<file path="src/rtl/steer_pkg.sv">
// Shared types for the tone-pair steering qualifier.
package steer_pkg;
    typedef enum logic [1:0] {
        ST_IDLE   = 2'd0,
        ST_QUAL_P = 2'd1,
        ST_ACTIVE = 2'd2,
        ST_QUAL_A = 2'd3
    } steer_state_t;
endpackage

</file>
<file path="src/rtl/guard_timer.sv">
// Tick counter shared by both guard windows.
// Assumes the controller clears it on every state change, so one counter serves both windows.
module guard_timer #(
    parameter int W = 4
) (
    input  logic         clk,
    input  logic         rst_n,
    input  logic         clr,
    input  logic         inc,
    output logic [W-1:0] cnt
);
    // count ticks, clear has priority
    always_ff @(posedge clk) begin
        if (!rst_n || clr) cnt <= '0;
        else if (inc)      cnt <= cnt + 1'b1;
    end
endmodule

</file>
<file path="src/rtl/steer_fsm.sv">
// Four-state qualifier: idle, present-qualify, active, absent-qualify.
// Assumes pair_valid is already synchronous to clk.
module steer_fsm
    import steer_pkg::*;
#(
    parameter int PRES_TICKS = 40,
    parameter int ABS_TICKS  = 40,
    parameter int W          = 6
) (
    input  logic         clk,
    input  logic         rst_n,
    input  logic         tick,
    input  logic         pair_valid,
    input  logic [W-1:0] cnt,
    output logic         clr,
    output logic         inc,
    output logic         latch_evt,
    output logic         release_evt,
    output steer_state_t state
);
    localparam logic [W-1:0] PRES_LAST = W'(PRES_TICKS - 1);
    localparam logic [W-1:0] ABS_LAST  = W'(ABS_TICKS - 1);

    steer_state_t nxt;

    // next state and timer control
    always_comb begin
        nxt         = state;
        clr         = 1'b0;
        inc         = 1'b0;
        latch_evt   = 1'b0;
        release_evt = 1'b0;
        unique case (state)
            ST_IDLE: begin
                if (pair_valid) begin
                    nxt = ST_QUAL_P;
                    clr = 1'b1;
                end
            end
            ST_QUAL_P: begin
                if (!pair_valid) begin
                    nxt = ST_IDLE;
                    clr = 1'b1;
                end else if (tick) begin
                    if (cnt == PRES_LAST) begin
                        nxt       = ST_ACTIVE;
                        clr       = 1'b1;
                        latch_evt = 1'b1;
                    end else begin
                        inc = 1'b1;
                    end
                end
            end
            ST_ACTIVE: begin
                if (!pair_valid) begin
                    nxt = ST_QUAL_A;
                    clr = 1'b1;
                end
            end
            ST_QUAL_A: begin
                if (pair_valid) begin
                    nxt = ST_ACTIVE;
                    clr = 1'b1;
                end else if (tick) begin
                    if (cnt == ABS_LAST) begin
                        nxt         = ST_IDLE;
                        clr         = 1'b1;
                        release_evt = 1'b1;
                    end else begin
                        inc = 1'b1;
                    end
                end
            end
            default: nxt = ST_IDLE;
        endcase
    end

    // state register
    always_ff @(posedge clk) begin
        if (!rst_n) state <= ST_IDLE;
        else        state <= nxt;
    end
endmodule

</file>
<file path="src/rtl/settle_pipe.sv">
// Delays the latch event by SETTLE_CLKS clocks, then raises the held level and a one-clock pulse.
// Assumes release never coincides with a fresh latch; a release cancels any pending event.
module settle_pipe #(
    parameter int SETTLE_CLKS = 2
) (
    input  logic clk,
    input  logic rst_n,
    input  logic latch_evt,
    input  logic cancel,
    output logic held,
    output logic pulse
);
    logic [SETTLE_CLKS-1:0] sr;

    generate
        if (SETTLE_CLKS == 1) begin : g_one
            // single-stage delay
            always_ff @(posedge clk) begin
                if (!rst_n || cancel) sr <= '0;
                else                  sr <= latch_evt;
            end
        end else begin : g_multi
            // multi-stage delay line
            always_ff @(posedge clk) begin
                if (!rst_n || cancel) sr <= '0;
                else                  sr <= {sr[SETTLE_CLKS-2:0], latch_evt};
            end
        end
    endgenerate

    // held level and new-digit pulse
    always_ff @(posedge clk) begin
        if (!rst_n || cancel) begin
            held  <= 1'b0;
            pulse <= 1'b0;
        end else begin
            pulse <= sr[SETTLE_CLKS-1];
            if (sr[SETTLE_CLKS-1]) held <= 1'b1;
        end
    end
endmodule

</file>
<file path="src/rtl/tone_steer_qual.sv">
// Top of the steering qualifier: guard timer, controller, code register and settle pipe.
// Assumes tick is a one-clock strobe and PRES_TICKS, ABS_TICKS, SETTLE_CLKS are all at least 1.
module tone_steer_qual
    import steer_pkg::*;
#(
    parameter int PRES_TICKS  = 40,
    parameter int ABS_TICKS   = 40,
    parameter int SETTLE_CLKS = 2,
    parameter int CODE_W      = 4
) (
    input  logic              clk,
    input  logic              rst_n,
    input  logic              tick,
    input  logic              pair_valid,
    input  logic [CODE_W-1:0] pair_code,
    output logic [CODE_W-1:0] digit_code,
    output logic              digit_held,
    output logic              digit_new
);
    localparam int MAXT = (PRES_TICKS > ABS_TICKS) ? PRES_TICKS : ABS_TICKS;
    localparam int W    = $clog2(MAXT + 1);

    logic         clr, inc, latch_evt, release_evt;
    logic [W-1:0] cnt;
    steer_state_t state_q;

    guard_timer #(.W(W)) timer_i (
        .clk(clk), .rst_n(rst_n), .clr(clr), .inc(inc), .cnt(cnt)
    );

    steer_fsm #(.PRES_TICKS(PRES_TICKS), .ABS_TICKS(ABS_TICKS), .W(W)) fsm_i (
        .clk(clk), .rst_n(rst_n), .tick(tick), .pair_valid(pair_valid), .cnt(cnt),
        .clr(clr), .inc(inc), .latch_evt(latch_evt), .release_evt(release_evt),
        .state(state_q)
    );

    // capture the code when presence is validated
    always_ff @(posedge clk) begin
        if (!rst_n)         digit_code <= '0;
        else if (latch_evt) digit_code <= pair_code;
    end

    settle_pipe #(.SETTLE_CLKS(SETTLE_CLKS)) settle_i (
        .clk(clk), .rst_n(rst_n), .latch_evt(latch_evt), .cancel(release_evt),
        .held(digit_held), .pulse(digit_new)
    );
endmodule

</file>
<file path="config.mk">
export PLATFORM = sky130hd
export DESIGN_NAME = tone_steer_qual
export DESIGN_NICKNAME = d
export VERILOG_FILES = /design/src/rtl/steer_pkg.sv /design/src/rtl/guard_timer.sv /design/src/rtl/steer_fsm.sv /design/src/rtl/settle_pipe.sv /design/src/rtl/tone_steer_qual.sv
export SDC_FILE = /design/constraint.sdc
export NUM_CORES = 1
export LEC_CHECK = 0
export BUFFER_PORTS_ARGS = -buffer_cell sky130_fd_sc_hd__buf_2
export CORE_MARGIN = 8
export CORE_UTILIZATION = 55
export DETAILED_ROUTE_END_ITERATION = 8
export PLACE_DENSITY = 0.88
export REMOVE_ABC_BUFFERS = 1
export SETUP_SLACK_MARGIN = 0.02
export SLEW_MARGIN = 30
export SYNTH_ARGS = -nofsm -noshare
export SYNTH_HDL_FRONTEND = slang
export SYNTH_SLANG_ARGS = --single-unit
export TNS_END_PERCENT = 5
</file>
<file path="constraint.sdc">
create_clock -name clk -period 4.4 [get_ports clk]
set_clock_uncertainty 0.1 [all_clocks]
set_input_delay 0.44 -clock clk [delete_from_list [all_inputs] [get_ports clk]]
set_output_delay 0.44 -clock clk [all_outputs]
set_load 0.03 [all_outputs]
</file>
==> metrics.txt <==
fill count=113; largest net degree at the start of global routing=14; post-CTS resize count=0; max-cap viol count=0; Die H=53.13 um; Hold WC Path Type=in -> reg; clk_lat worst skew=0.27 ns; initial antenna violation count=0; Cell variety after synth=26; CP Capture Type=flop; min cycle time layout=1.890 ns; fraction of layout cells with a size suffix above 1=0.3146; Cells after Synth=74; WHS Path Cells=3; relative slew slack=0.6995; status=finished clean; total power=0.2347 mW; # hold bufs at CTS=0; Core Region=1301 um2; sequential area share after synthesis=0.4224; global-route usage over all layers=0.1091; Fmax=0.5291 GHz; Post-route DRC=0; Synth-to-Final Area Change=13.37%; Fin. Hold Viols=0; final-report setup violation count=0; Setup crit end=digit_code[3]; reg2reg setup slack=2.51 ns; DP Worst Slack=2.508 ns; post-DP HPWL=1080 um; CP max FO=5; internal power=0.1831 mW; Max H-tree Level=1; first-pass GRT wire length=2277 um; deepest clock path buffer count=2; synthesized flop and latch total=16; Worst Setup Slack, final=2.510 ns; detailed-route via count=539; Initial DRC Count=7; Boundary Pins=14; Final nets=100; mapped cell area=758.2 um2; sequential power share=0.623; worst r2r src=timer_i.cnt[0]; post-route clock period utilization=0.4295; number of detailed-route iterations in the first pass=4; Worst R2R Path Depth=5; clk slew on worst S/H paths=0.09 ns; origin of the worst setup path=timer_i.cnt[0]; Worst Hold Launch=pair_code[1]; VDD IR max=0.0002248 V; final hold slack=0.3067 ns; number of synthesis warnings=0; Worst Setup Start Kind=flop; vias in the first global route=538; GR Overflow Total=0; Worst EP required=4.50 ns; Area after DPL=837.1 um2; part of the power in the clock network=0.312; clock sinks=16; Avg Cell Area, Syn=10.25 um2; Pins Over Slew Limit=0; vias per cell=5.183; GP Congestion=0.7957; P per Cell Area=273.1 nW/um2; crit path kind=reg -> reg; crit path DAT=1.99 ns; I/O Buffers=13; Net Sw Power=0.05163 mW; Starting Density=0.5827; Worst R2R End=digit_code[3]; Leak=0.3179 nW; root buf cell=clkbuf_4; Sw Share=0.2199; Comb pwr share=0.065; total negative slack=0 ns; die span in x=53.13 um; Die Area=2823 um2; RSZ-0062 raised after global routing=false; num rows=13; drt wl/cell=13.24 um; Num CTS Buffers=3; Design Area, Final=859.6 um2; CTS tree=yes; Post-CTS Setup Bufs=0; ant diodes=0; drt total wl=1377 um; Worst Tran Pin Value=0.4486 ns; Routed Antenna Nets=0
-- layer usage --
metal  track usage  vias up  share of wire
met3       0.04202        2          0.045
met4       0.05042        0         0.0094
met2        0.1816       14           0.48
li1              -      283              -
met1        0.1188      240           0.46
met5             0        -              0
-- cell families after synthesis --
| kind of cell | after synthesis | synth area share |
|---|---|---|
| AO/OA/AOI/OAI | 7 | 0.09736 |
| XOR/XNOR | 5 | 0.06767 |
| adder cells (fa/ha/maj) | 1 | 0.01650 |
| buffers and inverters | 4 | 0.02144 |
| flip-flops | 16 | 0.4224 |
| multiplexers | 7 | 0.09241 |
| AND/OR/NAND/NOR | 34 | 0.2822 |
-- Yosys cell counts --
cell type / n / share of area
dfxtp_1: 16 / 0.42
nor2_1: 11 / 0.054
nand2_1: 10 / 0.050
mux2i_1: 7 / 0.092
inv_1: 3 / 0.015
xnor2_1: 3 / 0.035
a21oi_1: 2 / 0.013
a311oi_2: 2 / 0.040
nand3_1: 2 / 0.013
nor3b_4: 2 / 0.050
a211oi_4: 1 / 0.026
and2_1: 1 / 0.0083
and2_2: 1 / 0.0099
and3_2: 1 / 0.0099
buf_2: 1 / 0.0066
ha_1: 1 / 0.016
nand2b_1: 1 / 0.0083
nand4_4: 1 / 0.028
nor2b_1: 1 / 0.0083
nor3_1: 1 / 0.0066
nor4_2: 1 / 0.016
nor4b_2: 1 / 0.020
o21ai_0: 1 / 0.0066
o21ai_2: 1 / 0.012
xnor2_2: 1 / 0.021
xor2_1: 1 / 0.012
-- layout by cell type (no fill, tap or decap), drive strengths merged --
cell type   n
nand4       1
nand2b      1
mux2i       7
o21ai       2
buf        13
nor4        1
a311oi      2
dfxtp      16
xnor2       4
and3        1
nor2       11
nor4b       1
inv         3
and2        2
ha          1
clkbuf      3
nand3       2
nand2      10
nor3b       2
nor3        1
a211oi      1
a21oi       2
nor2b       1
xor2        1
-- stage by stage --
stage                       util  std cells
after detailed placement  0.6433        101
after CTS                 0.6606        104
after floorplan                -         73
final                     0.6606        104
after global placement    0.6433        101
after global routing      0.6606        104
-- registers in the layout, summed over array words and instances, names as in the netlist, named ones only --
signal,count
fsm_i.state,1
timer_i.cnt,6
digit_code,4
settle_i.sr,2
settle_i.held,1
settle_i.pulse,1
-- power groups by stage --
stage	clock, mW	sequential (mW)	combinational, mW
3_3_place_gp	0	0.150	0.0148
5_1_grt	0.0831	0.146	0.0167
6_report	0.0733	0.146	0.0153
3_5_place_dp	0	0.150	0.0154
2_1_floorplan	0	0.149	0.00836
4_1_cts	0.0757	0.146	0.0154
-- how the worst min path moves through the flow --
stage | slack (ns) | endpoint
after CTS | 0.30 | digit_code[0]
final | 0.31 | digit_code[1]
after global routing | 0.29 | digit_code[0]
after detailed placement | 0.30 | settle_i.sr[1]
after floorplan | 0.29 | settle_i.sr[1]
after global placement | 0.30 | settle_i.sr[1]
-- worst max-delay path: stages, from the launching register on --
cell     delay (ns)
dfxtp_1        0.39
ha_1           0.23
and2_1         0.31
nand4_4        0.17
nor3b_4        0.37
mux2i_1        0.24
-- final cells by class --
class / count / area (um2) / area share
timing repair buffer: 13 / 65.06 / 0.07569
inverter: 3 / 11.26 / 0.01310
clock buffer: 3 / 22.52 / 0.02620
multi-input combinational: 54 / 421.7 / 0.4905
tap: 15 / 18.77 / 0.02183
sequential: 16 / 320.3 / 0.3726
Power figures use the tool's default switching activity.
